[config.mk]
export PLATFORM = sky130hd
export DESIGN_NAME = fcd_rx_detect
export DESIGN_NICKNAME = d
export VERILOG_FILES = /design/src/rtl/fcd_pkg.sv /design/src/rtl/fcd_cfg_regs.sv /design/src/rtl/fcd_header_match.sv /design/src/rtl/fcd_quanta_capture.sv /design/src/rtl/fcd_rx_detect.sv
export SDC_FILE = /design/constraint.sdc
export NUM_CORES = 1
export LEC_CHECK = 0
export BUFFER_PORTS_ARGS = -buffer_cell sky130_fd_sc_hd__buf_2
export CORE_ASPECT_RATIO = 0.7
export CORE_MARGIN = 4
export CORE_UTILIZATION = 45
export CTS_CLUSTER_DIAMETER = 40
export DETAILED_ROUTE_END_ITERATION = 6
export GPL_TIMING_DRIVEN = 1
export HOLD_SLACK_MARGIN = 0.02
export PLACE_DENSITY_LB_ADDON = 0.2
export SETUP_SLACK_MARGIN = 0.3
export SKIP_CTS_REPAIR_TIMING = 1
export SYNTH_ARGS = -nofsm -noshare
export SYNTH_HDL_FRONTEND = slang
export SYNTH_SLANG_ARGS = --single-unit
[constraint.sdc]
create_clock -name clk -period 2.55 [get_ports clk]
set_input_delay 0.51 -clock clk [delete_from_list [all_inputs] [get_ports clk]]
set_output_delay 0.51 -clock clk [all_outputs]
set_load 0.02 [all_outputs]
[src/rtl/fcd_pkg.sv]
// Package: shared constants for the received flow-control frame detector.
// Byte offsets count from the first destination-address byte (index 0).
package fcd_pkg;
    localparam logic [47:0] FC_MCAST_ADDR = 48'h0180C2000001;
    localparam logic [15:0] FC_ETYPE      = 16'h8808;
    localparam logic [15:0] FC_OP_PAUSE   = 16'h0001;
    localparam logic [15:0] FC_OP_PRIO    = 16'h0101;
    localparam int          OFS_TYPE      = 12;
    localparam int          OFS_OPCODE    = 14;
    localparam int          OFS_WORD      = 16;
    localparam int          OFS_QUANTA    = 18;
    localparam int          QUANTA_W      = 16;
endpackage

[src/rtl/fcd_cfg_regs.sv]
// Module: configuration registers of the detector.
// Holds station address, per-queue receive enables and transmit-stop enable.
// Assumes writes occur only between frames; all fields load on one strobe.
module fcd_cfg_regs #(
    parameter int NQ = 8
) (
    input  logic          clk,
    input  logic          rst_n,
    input  logic          wr,
    input  logic [47:0]   wr_station,
    input  logic [NQ-1:0] wr_queue_en,
    input  logic          wr_pause_en,
    output logic [47:0]   station,
    output logic [NQ-1:0] queue_en,
    output logic          pause_en
);
    import fcd_pkg::*;

    // Load all configuration fields on a write, reset to defaults.
    always_ff @(posedge clk) begin
        if (!rst_n) begin
            station  <= FC_MCAST_ADDR;
            queue_en <= '1;
            pause_en <= 1'b0;
        end else if (wr) begin
            station  <= wr_station;
            queue_en <= wr_queue_en;
            pause_en <= wr_pause_en;
        end
    end

    p_cfg_hold_r8: assert property (@(posedge clk) disable iff (!rst_n)
        !wr |=> $stable(queue_en) && $stable(pause_en) && $stable(station));
endmodule

[src/rtl/fcd_header_match.sv]
// Module: byte counter and header field matcher.
// Tracks the byte index within a frame and records whether the destination
// matches the station or multicast address, whether the type is MAC control,
// the opcode and the 16-bit word following it. Assumes in_sop marks byte 0.
module fcd_header_match #(
    parameter int IDX_W = 6
) (
    input  logic             clk,
    input  logic             rst_n,
    input  logic             byte_vld,
    input  logic [7:0]       byte_data,
    input  logic             byte_sop,
    input  logic [47:0]      station,
    output logic [IDX_W-1:0] cur_idx,
    output logic             own_ok,
    output logic             mc_ok,
    output logic             type_ok,
    output logic [15:0]      opcode,
    output logic [15:0]      word16
);
    import fcd_pkg::*;

    logic [IDX_W-1:0] idx_q;
    logic [7:0]       own_hit;
    logic [7:0]       mc_hit;
    logic             in_da;
    logic             first;

    // Byte index of the current beat: zero on a frame start.
    assign cur_idx = byte_sop ? '0 : idx_q;
    assign in_da   = cur_idx < IDX_W'(6);
    assign first   = cur_idx == '0;

    // Per-position address byte comparators; positions 6 and 7 never hit.
    for (genvar k = 0; k < 8; k++) begin : g_hit
        if (k < 6) begin : g_cmp
            assign own_hit[k] = byte_data == station[47-8*k -: 8];
            assign mc_hit[k]  = byte_data == FC_MCAST_ADDR[47-8*k -: 8];
        end else begin : g_pad
            assign own_hit[k] = 1'b0;
            assign mc_hit[k]  = 1'b0;
        end
    end

    // Saturating byte counter and header field capture.
    always_ff @(posedge clk) begin
        if (!rst_n) begin
            idx_q   <= '0;
            own_ok  <= 1'b0;
            mc_ok   <= 1'b0;
            type_ok <= 1'b0;
            opcode  <= '0;
            word16  <= '0;
        end else if (byte_vld) begin
            idx_q <= (&cur_idx) ? cur_idx : cur_idx + 1'b1;
            if (in_da) begin
                own_ok <= (first | own_ok) & own_hit[cur_idx[2:0]];
                mc_ok  <= (first | mc_ok) & mc_hit[cur_idx[2:0]];
            end
            if (first) begin
                type_ok <= 1'b0;
                opcode  <= '0;
                word16  <= '0;
            end
            if (cur_idx == IDX_W'(OFS_TYPE))
                type_ok <= byte_data == FC_ETYPE[15:8];
            if (cur_idx == IDX_W'(OFS_TYPE + 1))
                type_ok <= type_ok & (byte_data == FC_ETYPE[7:0]);
            if (cur_idx == IDX_W'(OFS_OPCODE))
                opcode[15:8] <= byte_data;
            if (cur_idx == IDX_W'(OFS_OPCODE + 1))
                opcode[7:0] <= byte_data;
            if (cur_idx == IDX_W'(OFS_WORD))
                word16[15:8] <= byte_data;
            if (cur_idx == IDX_W'(OFS_WORD + 1))
                word16[7:0] <= byte_data;
        end
    end

    p_type_needs_bytes_r3: assert property (@(posedge clk) disable iff (!rst_n)
        $rose(type_ok) |-> $past(byte_vld) && ($past(cur_idx) == IDX_W'(OFS_TYPE)));
endmodule

[src/rtl/fcd_quanta_capture.sv]
// Module: per-queue quanta capture for priority flow-control frames.
// Queue i takes bytes OFS_QUANTA+2i (high) and OFS_QUANTA+2i+1 (low).
// Assumes the byte index comes from the header matcher of the same stream.
module fcd_quanta_capture #(
    parameter int NQ    = 8,
    parameter int IDX_W = 6
) (
    input  logic                         clk,
    input  logic                         rst_n,
    input  logic                         byte_vld,
    input  logic [7:0]                   byte_data,
    input  logic [IDX_W-1:0]             cur_idx,
    output logic [NQ*fcd_pkg::QUANTA_W-1:0] quanta
);
    import fcd_pkg::*;

    for (genvar i = 0; i < NQ; i++) begin : g_q
        localparam int HI = OFS_QUANTA + 2 * i;
        // Capture the two quanta bytes of queue i.
        always_ff @(posedge clk) begin
            if (!rst_n) begin
                quanta[i*QUANTA_W +: QUANTA_W] <= '0;
            end else if (byte_vld) begin
                if (cur_idx == IDX_W'(HI))
                    quanta[i*QUANTA_W+8 +: 8] <= byte_data;
                if (cur_idx == IDX_W'(HI + 1))
                    quanta[i*QUANTA_W +: 8] <= byte_data;
            end
        end
    end
endmodule

[src/rtl/fcd_rx_detect.sv]
// Module: received Pause / priority flow-control frame detector (top).
// Forwards the byte stream with one cycle of delay and, after the end byte of
// a good control frame addressed to this station, pulses per-queue durations
// and optionally a transmit-stop request. Assumes FCS is checked upstream and
// that end bytes of consecutive frames are at least two cycles apart.
module fcd_rx_detect #(
    parameter int NQ    = 8,
    parameter int IDX_W = 6
) (
    input  logic                 clk,
    input  logic                 rst_n,
    input  logic                 in_valid,
    input  logic [7:0]           in_data,
    input  logic                 in_sop,
    input  logic                 in_eop,
    input  logic                 in_fcs_ok,
    input  logic                 cfg_wr,
    input  logic [47:0]          cfg_station_addr,
    input  logic [NQ-1:0]        cfg_queue_en,
    input  logic                 cfg_tx_pause_en,
    output logic                 out_valid,
    output logic [7:0]           out_data,
    output logic                 out_sop,
    output logic                 out_eop,
    output logic [NQ-1:0]        dur_valid,
    output logic [NQ*16-1:0]     dur_quanta,
    output logic [NQ-1:0]        dur_xon,
    output logic                 tx_stop_valid,
    output logic [15:0]          tx_stop_quanta
);
    import fcd_pkg::*;

    localparam int PAUSE_LAST = OFS_WORD + 1;
    localparam int PRIO_LAST  = OFS_QUANTA + 2 * NQ - 1;

    logic [47:0]          station;
    logic [NQ-1:0]        queue_en;
    logic                 pause_en;
    logic [IDX_W-1:0]     cur_idx;
    logic                 own_ok, mc_ok, type_ok;
    logic [15:0]          opcode, word16;
    logic [NQ*16-1:0]     cap_quanta;
    logic                 pend, pend_fcs;
    logic [IDX_W-1:0]     pend_last;
    logic                 frame_ok, is_pause, is_prio;
    logic [NQ-1:0]        dv_n, xon_n;
    logic [NQ*16-1:0]     dq_n;

    fcd_cfg_regs #(.NQ(NQ)) u_cfg (
        .clk(clk), .rst_n(rst_n), .wr(cfg_wr),
        .wr_station(cfg_station_addr), .wr_queue_en(cfg_queue_en),
        .wr_pause_en(cfg_tx_pause_en),
        .station(station), .queue_en(queue_en), .pause_en(pause_en)
    );

    fcd_header_match #(.IDX_W(IDX_W)) u_hdr (
        .clk(clk), .rst_n(rst_n), .byte_vld(in_valid), .byte_data(in_data),
        .byte_sop(in_sop), .station(station), .cur_idx(cur_idx),
        .own_ok(own_ok), .mc_ok(mc_ok), .type_ok(type_ok),
        .opcode(opcode), .word16(word16)
    );

    fcd_quanta_capture #(.NQ(NQ), .IDX_W(IDX_W)) u_qcap (
        .clk(clk), .rst_n(rst_n), .byte_vld(in_valid), .byte_data(in_data),
        .cur_idx(cur_idx), .quanta(cap_quanta)
    );

    // Forward every beat one cycle later, unchanged.
    always_ff @(posedge clk) begin
        if (!rst_n) begin
            out_valid <= 1'b0;
            out_data  <= '0;
            out_sop   <= 1'b0;
            out_eop   <= 1'b0;
        end else begin
            out_valid <= in_valid;
            out_data  <= in_data;
            out_sop   <= in_sop & in_valid;
            out_eop   <= in_eop & in_valid;
        end
    end

    // Remember an ended frame, its check flag and its last byte index.
    always_ff @(posedge clk) begin
        if (!rst_n) begin
            pend      <= 1'b0;
            pend_fcs  <= 1'b0;
            pend_last <= '0;
        end else begin
            pend      <= in_valid & in_eop;
            pend_fcs  <= in_fcs_ok;
            pend_last <= cur_idx;
        end
    end

    // Classify the ended frame from the captured header fields.
    always_comb begin
        frame_ok = pend & pend_fcs & (own_ok | mc_ok) & type_ok;
        is_pause = frame_ok & (opcode == FC_OP_PAUSE) & (pend_last >= IDX_W'(PAUSE_LAST));
        is_prio  = frame_ok & (opcode == FC_OP_PRIO) & (pend_last >= IDX_W'(PRIO_LAST));
    end

    // Per-queue decision: class bit and enable for priority, queue 0 for Pause.
    for (genvar i = 0; i < NQ; i++) begin : g_dec
        if (i == 0) begin : g_q0
            assign dv_n[i] = queue_en[i] & ((is_prio & word16[i]) | is_pause);
            assign dq_n[i*16 +: 16] = is_pause ? word16 : cap_quanta[i*16 +: 16];
        end else begin : g_qn
            assign dv_n[i] = queue_en[i] & is_prio & word16[i];
            assign dq_n[i*16 +: 16] = cap_quanta[i*16 +: 16];
        end
        assign xon_n[i] = dq_n[i*16 +: 16] == 16'h0000;
    end

    // Register the action outputs as single-cycle pulses.
    always_ff @(posedge clk) begin
        if (!rst_n) begin
            dur_valid      <= '0;
            dur_quanta     <= '0;
            dur_xon        <= '0;
            tx_stop_valid  <= 1'b0;
            tx_stop_quanta <= '0;
        end else begin
            dur_valid      <= dv_n;
            dur_quanta     <= dq_n;
            dur_xon        <= xon_n & dv_n;
            tx_stop_valid  <= is_pause & pause_en;
            tx_stop_quanta <= word16;
        end
    end

    p_gate_r4: assert property (@(posedge clk) disable iff (!rst_n)
        (dur_valid & ~$past(queue_en)) == '0);
    p_stop_en_r6: assert property (@(posedge clk) disable iff (!rst_n)
        tx_stop_valid |-> $past(pause_en));
    p_stop_q0_r6: assert property (@(posedge clk) disable iff (!rst_n)
        tx_stop_valid |-> (dur_valid >> 1) == '0);
    p_after_eop_r7: assert property (@(posedge clk) disable iff (!rst_n)
        (|dur_valid || tx_stop_valid) |-> $past(in_valid && in_eop && in_fcs_ok, 2));
    p_pulse_r7: assert property (@(posedge clk) disable iff (!rst_n)
        (|dur_valid) |=> !(|dur_valid));
endmodule

### Yosys cells after proc, flatten, opt, wreduce, memory -nomap -nowiden

Index checks and enable logic that the tools add are counted.

| word-level totals | value |
|---|---|
| register bits | 405 |
| input bits | 72 |
| output and inout bits | 172 |
| logic and storage cells | 165 |

| operators by class | value |
|---|---|
| add/sub/neg operators | 1 |
| order comparisons | 4 |
| equal/unequal tests | 35 |
| multiplexer cells | 15 |
| bitwise logic cells | 34 |
| reductions and logical operators | 38 |

Operator list:

| operator | number |
|---|---|
| 16-bit zero test | 8 |
| 6-bit by 5-bit equality test with 1-bit output (second input constant) | 16 |
| 8-bit equality test | 6 |
| 2-bit AND reduction | 22 |
| 16-bit 2-to-1 mux | 2 |
| 8-bit 2-to-1 mux | 4 |
| 1-bit AND | 29 |
| 6-bit by 4-bit equality test with 1-bit output (second input constant) | 4 |
| 8-bit equality test (second input constant) | 3 |
| 16-bit by 1-bit equality test with 1-bit output (second input constant) | 1 |
| 16-bit by 9-bit equality test with 1-bit output (second input constant) | 1 |
| 6-bit equality test (second input constant) | 2 |
| 6-bit 2-to-1 mux | 2 |
| 8-bit AND | 1 |
| 8-bit by 1-bit equality test with 1-bit output (second input constant) | 1 |
| 8-bit by 4-bit equality test with 1-bit output (second input constant) | 1 |
| 8-bit zero test | 1 |
| 2-bit nonzero test | 4 |
| 6-bit by 1-bit adder with 6-bit output (second input constant) | 1 |
| 1-bit binary-select mux with 3-bit select | 2 |
| 6-bit by 5-bit greater-or-equal comparator with 1-bit output (second input constant) | 1 |
| 6-bit greater-or-equal comparator (second input constant) | 1 |
| 6-bit zero test | 1 |
| 6-bit by 3-bit less-than comparator with 1-bit output (second input constant) | 1 |
| 5 further kinds | 12 |

### Depth between registers and ports, before layout

Gate-level depths: netlist (run 1).

| depth | value |
|---|---|
| depth in word-level cells | 9 |
| depth in mapped cells | 11 |
| mapped depth without buffers | 8 |

### Hierarchy

Synthesis (run 1) repeated with hierarchy kept, for this count alone.

| unflattened totals | value |
|---|---|
| cell total of the unflattened synthesis | 1416 |
| area, all modules | 14824.2 µm² |

By module, submodules not included:

| module | times used | cells each | area an instance (µm²) | seq. area each (µm²) |
|---|---|---|---|---|
| fcd_rx_detect | 1 | 489 | 5400.2 | 3583.4 |
| fcd_quanta_capture | 1 | 449 | 4733.3 | 2562.5 |
| fcd_header_match | 1 | 294 | 2536.2 | 820.8 |
| fcd_cfg_regs | 1 | 184 | 2154.6 | 1141.1 |

### Least setup slack after synthesis (run 1)

OpenSTA, ideal clock, no wires.

| timing path | value |
|---|---|
| path type | input -> register |
| start point | input in_sop |
| end point | register u_hdr.opcode[7] |
| library setup time | 0.128 ns |
| data arrival time | 2.203 ns |
| required time | 2.422 ns |
| path slack | 0.219 ns |
| stages | 10 |
| path buffers | 2 |
| cell sequence | buf_2 nand2b_1 inv_1 ha_1 buf_2 nand4b_1 nor3_2 nor2_2 a22oi_1 nor2_1 |

| between the ends | value |
|---|---|
| word-level cells in the longest chain between the ends | 4 |
| elaborated cells on any way between the ends | 6 |
| classes of those cells | eq/ne (1); mux (2); reduce/logical (3) |

RTL lines:

| element | line | RTL |
|---|---|---|
| start, declared | fcd_rx_detect.sv:14 | `input logic in_sop,` |
| 6-bit 2-to-1 mux (*) | fcd_header_match.sv:30 | `assign cur_idx = byte_sop ? '0 : idx_q;` |
| net cur_idx[1] | fcd_rx_detect.sv:39 | `logic [IDX_W-1:0] cur_idx;` |
| 6-bit by 4-bit equality test with 1-bit output / 6-bit zero test (equally long branches) | fcd_header_match.sv:71, fcd_header_match.sv:32 |  |
| 2-bit nonzero test (no source line) | - |  |
| 2-bit AND reduction (no source line) | - |  |
| end signal, assigned | fcd_header_match.sv:72 | `opcode[7:0] <= byte_data;` |
| end, declared | fcd_header_match.sv:18 | `output logic [15:0] opcode,` |

Mark *: on every way through the listed nets, which the timed path passes. The rest lies on a longest branch.
A chain may end at the register's enable or synchronous reset.

### Worst setup path after layout (run 1)

| timing path | value |
|---|---|
| start point | register u_hdr.idx_q[0] |
| end point | register u_qcap.quanta[86] (netlist name) |

| between the ends | value |
|---|---|
| word-level cells in the longest chain between the ends | 3 |

RTL lines:

| element | line | RTL |
|---|---|---|
| start, declared | fcd_header_match.sv:23 | `logic [IDX_W-1:0] idx_q;` |
| start signal, assigned | fcd_header_match.sv:55 | `idx_q <= (&cur_idx) ? cur_idx : cur_idx + 1'b1;` |
| 6-bit 2-to-1 mux | fcd_header_match.sv:30 |  |
| net cur_idx[0] | fcd_rx_detect.sv:39 |  |
| 6-bit by 5-bit equality test with 1-bit output | fcd_quanta_capture.sv:26 | `if (cur_idx == IDX_W'(HI + 1))` |
| 2-bit AND reduction (no source line) | - |  |
| end signal, assigned by index | fcd_quanta_capture.sv:25 | `quanta[i*QUANTA_W+8 +: 8] <= byte_data;` |
| end signal, assigned by index | fcd_quanta_capture.sv:27 | `quanta[i*QUANTA_W +: 8] <= byte_data;` |
| end, declared | fcd_quanta_capture.sv:13 | `output logic [NQ*fcd_pkg::QUANTA_W-1:0] quanta` |

The timed path passes the listed nets, and every way through them passes these cells.

==> metrics.md, run 1 <==
| Metric | Value |
|---|---|
| HPWL Detailed | 27100 um |
| Status | finished clean |
| Initial antenna violation count | 0 |
| Die height | roughly 160 um |
| Post-Route WL | 39100 um |
| Max Slew Vio Count | 0 |
| Synth-to-Final Area Change | 22.2% |
| Core region area | 0.0312 sq mm |
| Synthesized area per cell | 9.82 sq um |
| Count of cell types in the netlist | 61 |
| Final worst-path cycle share | 0.807 |
| Grt total ovfl | 0 |
| Clk buf depth | 3 |
| Worst setup SP type | register |
| Clock Latency Late Sink | 0.54 ns |
| First-pass GRT wire length | roughly 60000 um |
| Final Skew | 0.0123 ns |
| Most frequent cells in the layout | dfxtp_1 (405), buf_2 (241), nor2_1 (180), mux2i_1 (140), nand2_1 (117) |
| Mapped Area | roughly 0.014 sq mm |
| Final min period | 2.06 ns |
| Fmax | 0.486 GHz |
| Fin area | 0.0175 sq mm |
| Total power | between 10 and 15 mW |
| Io pins | between 200 and 250 |
| WHS | 0.195 ns |
| Post-route ant nets | 0 |
| Register bit count reported by yosys | between 400 and 500 |
| Asr flop ratio synth | 0 |
| Number of buffers created by CTS | 44 |
| 1st-pass router iterations | 6 |
| Fillcell total | about 2800 |
| WL/cell | approximately 18 um |
| Die ar. | 0.0347 sq mm |
| CTS tree | done |
| Routed vias/inst | 5.11 |
| Critical path type | register to register |
| Total track usage | 0.220 |
| VDD IR max | between 0.3 and 0.4 mV |
| Count of final hold-check violations | 0 |
| Synth warn | 0 |
| Post-synth EDFFs | 0 |
| Area leader, netlist | dfxtp_1 |
| Fin nets | 1768 |
| Drt first-iter violations | 765 |
| Vias post-DR | 10965 |
| Most common cell after layout, fill and taps aside | dfxtp_1 |
| Prevailing post-synth register cell | dfxtp_1 |
| Root Driver | clkbuf_16 |
| Routability Congestion | roughly 0.87 |
| Clk slew on worst S/H paths | around 0.060 ns |
| Pin count of the biggest net entering global routing | 70 |
| Synth top area share | 0.567 |
| Row count | 54 |
| Worst-path maximum fanout | 23 |
| Cells after Synth | 1457 |
| Worst-Margin Slew | 0.665 ns |
| Vias in the first global route | 10762 |
| DRC | 0 |
| PortBufs | 243 |
| CP endpoint kind | register |
| HP Class | primary input to register |
| Syn nets | 1533 |
| Area after DPL | ~0.016 sq mm |
| Diode count | 0 |
| Sequential share of the synthesized area | 0.567 |
| Setup repair after global routing missed its margin | no |
| # setup viols final | 0 |
| Starting Density | 0.458 |
| Max-cap violations | 0 |
| Max-slew headroom | 0.557 |
| Fraction of layout cells with a size suffix above 1 | 0.224 |
| Setup TNS | 0 ns |
| Clock sinks | 405 |
| H-tree depth | 2 |
| Leakage power | 8.05 nW |
| Critical Path AT | between 2 and 2.5 ns |
| PD cells | 766 mW/mm^2 |
| Req. time, crit path | 2.96 ns |
| Area contributors post-synth | dfxtp_1 (57%), mux2i_1 (9.8%), and2_1 (4.8%) |
| Die Wd | approximately 220 um |
[cell type report]
| cell class | count | area [sq um] | share of cell area |
|---|---|---|---|
| repair buffers | 288 | 1580 | 0.0906 |
| multi-input cells | 917 | 5650 | 0.323 |
| inverters | 36 | 140 | 0.00802 |
| well taps | 420 | 526 | 0.0301 |
| clock buffers | 56 | 1230 | 0.0702 |
| flip-flops and latches | 405 | 8110 | 0.464 |
| clock inverters | 22 | 240 | 0.0137 |
[power breakdown]
group          internal (mW)  leakage [nW]  switching [mW]
clock network           3.76         0.710            2.62
registers               6.39          3.28          0.0437
logic                  0.209          4.07           0.370
total                   10.4          8.05            3.03
[state kept, by name, indices dropped and copies added (netlist names)]
register        count
dur_quanta        128
dur_valid           8
dur_xon             8
out_data            8
out_sop             1
out_valid           1
pend                1
pend_fcs            1
pend_last           6
tx_stop_quanta     16
tx_stop_valid       1
u_cfg.pause_en      1
u_cfg.queue_en      8
u_cfg.station      48
u_hdr.idx_q         6
u_hdr.mc_ok         1
u_hdr.opcode       16
u_hdr.own_ok        1
u_hdr.type_ok       1
u_hdr.word16       16
u_qcap.quanta     128
[cells by family (layout without fill, tap and decap cells)]
logic type | count (synthesis) | count (layout) | synth area share
muxes | 140 | 140 | 0.0980
xor gates and xnor gates | 49 | 49 | 0.0300
adders and majority gates | 4 | 4 | 0.00350
AOI/OAI and AO/OA | 135 | 135 | 0.0566
and+or+nand+nor | 589 | 589 | 0.205
buffers and inverters | 135 | 402 | 0.0402
DFF | 405 | 405 | 0.567
[through the flow]
step                cells   util  setup WS (ns)
finish               2144  0.560          0.492
global route         2144  0.560          0.318
CTS                  2142  0.559          0.415
detailed placement   2064  0.512          0.182
global placement     2064  0.512          0.231
floorplan            1457      -          0.332
[routing by layer]
| layer | vias to the layer above | global-route usage | wire length [um] | part of all wire |
|---|---|---|---|---|
| met4 | 0 | 0.0576 | 759 | 0.019 |
| met3 | 61 | 0.0460 | 2470 | 0.063 |
| met5 | - | 0 | 0 | 0 |
| met1 | 5176 | 0.320 | 18800 | 0.48 |
| met2 | 345 | 0.338 | 17200 | 0.44 |
| li1 | 5383 | - | - | - |
[synth_stat cells (all sizes together), types with 14 or more instances]
cell type	count
buf	40
dfxtp	405
xnor2	37
clkbuf	59
nor2	183
mux2i	140
nand3	64
a21oi	75
nor3	17
nand4	17
o21ai	14
nand2	120
nor4	46
and2	113
inv	36
a22oi	16
[worst max-delay path, cell delays in order, from the launching register on]
cell and delay (ns):
dfxtp_1 0.47, nand2b_1 0.11, inv_1 0.20, ha_1 0.29
and2_4 0.36, buf_4 0.22, nand2_2 0.12, nand2_1 0.10
a21oi_1 0.06
[path summary, 6_finish.rpt]
path	startpoint	end	slack [ns]	cells after the start
worst max-delay path	u_hdr.idx_q[0]	u_qcap.quanta[86]	0.49	8
worst min-delay path	cfg_station_addr[0]	u_cfg.station[0]	0.19	3
worst max register to register	u_hdr.idx_q[0]	u_qcap.quanta[86]	0.49	8
worst min register to register	u_cfg.queue_en[3]	dur_valid[3]	0.45	2
Note: power is estimated with default switching activity, not from simulation.
==> inputs of run 2 (changes only) <==
==> constraint.sdc (replaced) <==
create_clock -name clk -period 2.05 [get_ports clk]
set_input_delay 0.41 -clock clk [delete_from_list [all_inputs] [get_ports clk]]
set_output_delay 0.41 -clock clk [all_outputs]
set_load 0.02 [all_outputs]
==> metrics.md, run 2 (synthesis gave the netlist of run 1 again) <==
| Metric | Value |
|---|---|
| Clk buf depth | 3 (unchanged) |
| Drt first-iter violations | 854 (+12%) |
| Vias in the first global route | 10872 (+1.0%) |
| VDD IR max | 0.599 mV (+70%) |
| Area after DPL | 0.0163 sq mm (+2.1%) |
| Pre-CTS WS | -0.114 ns (-0.295 ns) |
| Post-route ant nets | 0 (unchanged) |
| Most common cell after layout, fill and taps aside | dfxtp_1 |
| Core region area | 0.0312 sq mm (unchanged) |
| Leakage power | 8.34 nW (+3.6%) |
| Final Skew | 0.0356 ns (+0.0234 ns) |
| Final min period | 1.78 ns (-0.280 ns) |
| Setup repair after global routing missed its margin | yes |
| Pin count of the biggest net entering global routing | 92 (+31%) |
| Total power | 17.1 mW (+28%) |
| # setup viols final | 0 (unchanged) |
| Die Wd | 221 um (unchanged) |
| Number of buffers created by CTS | 44 (unchanged) |
| Most frequent cells in the layout | dfxtp_1 (399), buf_2 (241), nor2_1 (180), mux2i_1 (138), nand2_1 (115) |
| Row count | 54 (unchanged) |
| Critical path type | register to register |
| Total track usage | 0.222 (+0.00161) |
| Setup TNS | 0 ns (unchanged) |
| Top flop regs | dur_quanta (128), u_qcap.quanta (128), u_cfg.station (48) |
| Initial antenna violation count | 1 (+1) |
| CTS tree | done |
| Switching Fraction | 0.228 (+0.00142) |
| Critical Path AT | 2.22 ns (-0.25 ns) |
| Dpl cells | 2088 (+1.2%) |
| HPWL Detailed | 27700 um (+2.1%) |
| Grt total ovfl | 0 (unchanged) |
| Status | finished clean |
| Io pins | 244 (unchanged) |
| Flop pwr share | 0.467 (-0.014) |
| Routability Congestion | 0.847 (-2.7%) |
| Worst-Margin Slew | 0.643 ns (-0.0225 ns) |
| Final std cells w/o fill | 2176 (+1.5%) |
| Post-Route WL | 40100 um (+2.5%) |
| Die ar. | 0.0347 sq mm (unchanged) |
| Max-cap violations | 0 (unchanged) |
| Synth-to-Final Area Change | 26.4% |
| Fin nets | 1797 (+1.6%) |
| Clk pwr share | 0.488 (+0.012) |
| Vias post-DR | 11117 (+1.4%) |
| Count of final hold-check violations | 0 (unchanged) |
| Final worst-path cycle share | 0.867 (+0.0602) |
| Die height | 157 um (unchanged) |
| Core Util, Final | 0.579 (+0.0193) |
| 1st-pass router iterations | 5 (-1) |
| Starting Density | 0.458 (unchanged) |
| Root Driver | clkbuf_16 |
| H-tree depth | 2 (unchanged) |
| Req. time, crit path | 2.49 ns (-0.47 ns) |
| Pint | 13.2 mW (+28%) |
| Worst Setup Slack, final | 0.272 ns (-0.220 ns) |
| WL/cell | 18.4 um (+1.0%) |
| Clock Latency Late Sink | 0.56 ns (+0.02 ns) |
| Max-slew headroom | 0.572 (+0.0150) |
| Max Slew Vio Count | 0 (unchanged) |
| CP endpoint kind | register |
| Clock sinks | 405 (unchanged) |
| DRC | 0 (unchanged) |
| HP Class | primary input to register |
| First-pass GRT wire length | 62000 um (+1.1%) |
| P_sw | 3.90 mW (+29%) |
| Clk slew on worst S/H paths | 0.07 ns (about the same) |
| PD cells | 948 mW/mm^2 (+24%) |
| Worst setup SP type | register |
| Fin area | 0.0181 sq mm (+3.4%) |
| PortBufs | 243 (unchanged) |
| Worst-path maximum fanout | 18 (-22%) |
| Routed vias/inst | 5.11 (-0.10%) |
| Fmax | 0.562 GHz (+16%) |
| Combinational share of power | 0.045 (+0.002) |
| WHS | 0.0762 ns (-0.119 ns) |
| Fraction of layout cells with a size suffix above 1 | 0.255 (+0.0308) |
run 2: cell type report:
class	count	area (sq um)
Antenna cell	1	2.50
Clock buffer	52	1220
Clock inverter	28	344
Fill cell	2756	13100
Inverter	36	145
Multi-Input combinational cell	917	5810
Sequential cell	405	8120
Tap cell	420	526
Timing Repair Buffer	317	1910
run 2: power by group through the flow:
stage	clock network, mW	logic [mW]	registers, mW
global placement	0	0.747	8.18
floorplan	0	0.449	8.18
global route	8.83	0.833	8.01
CTS	8.50	0.757	8.00
finish	8.37	0.767	8.01
detailed placement	0	0.755	8.18
run 2: per-layer routing:
| layer | vias up | wire length [um] | global-route usage |
|---|---|---|---|
| met4 | 0 | 830 | 0.0546 |
| met2 | 349 | 17300 | 0.343 |
| met1 | 5269 | 19300 | 0.323 |
| li1 | 5429 | - | - |
| met5 | - | 0 | 0 |
| met3 | 70 | 2720 | 0.0444 |
run 2: critical path: stages (launching register included):
cell and delay (ns):
dfxtp_1 0.34, nor4bb_4 0.36, nand3_2 0.18, nor3_4 0.23
buf_12 0.21, mux2i_1 0.26, nor2_1 0.08
run 2: path summary, 6_finish.rpt:
| path | start | end | slack, ns | cells after the start |
|---|---|---|---|---|
| worst max-delay path | u_hdr.opcode[6] | dur_quanta[12] | 0.27 | 6 |
| worst max register to register | u_hdr.opcode[6] | dur_quanta[12] | 0.27 | 6 |
| worst min register to register | u_cfg.queue_en[3] | dur_valid[3] | 0.46 | 2 |
| worst min-delay path | cfg_queue_en[1] | u_cfg.queue_en[1] | 0.08 | 3 |
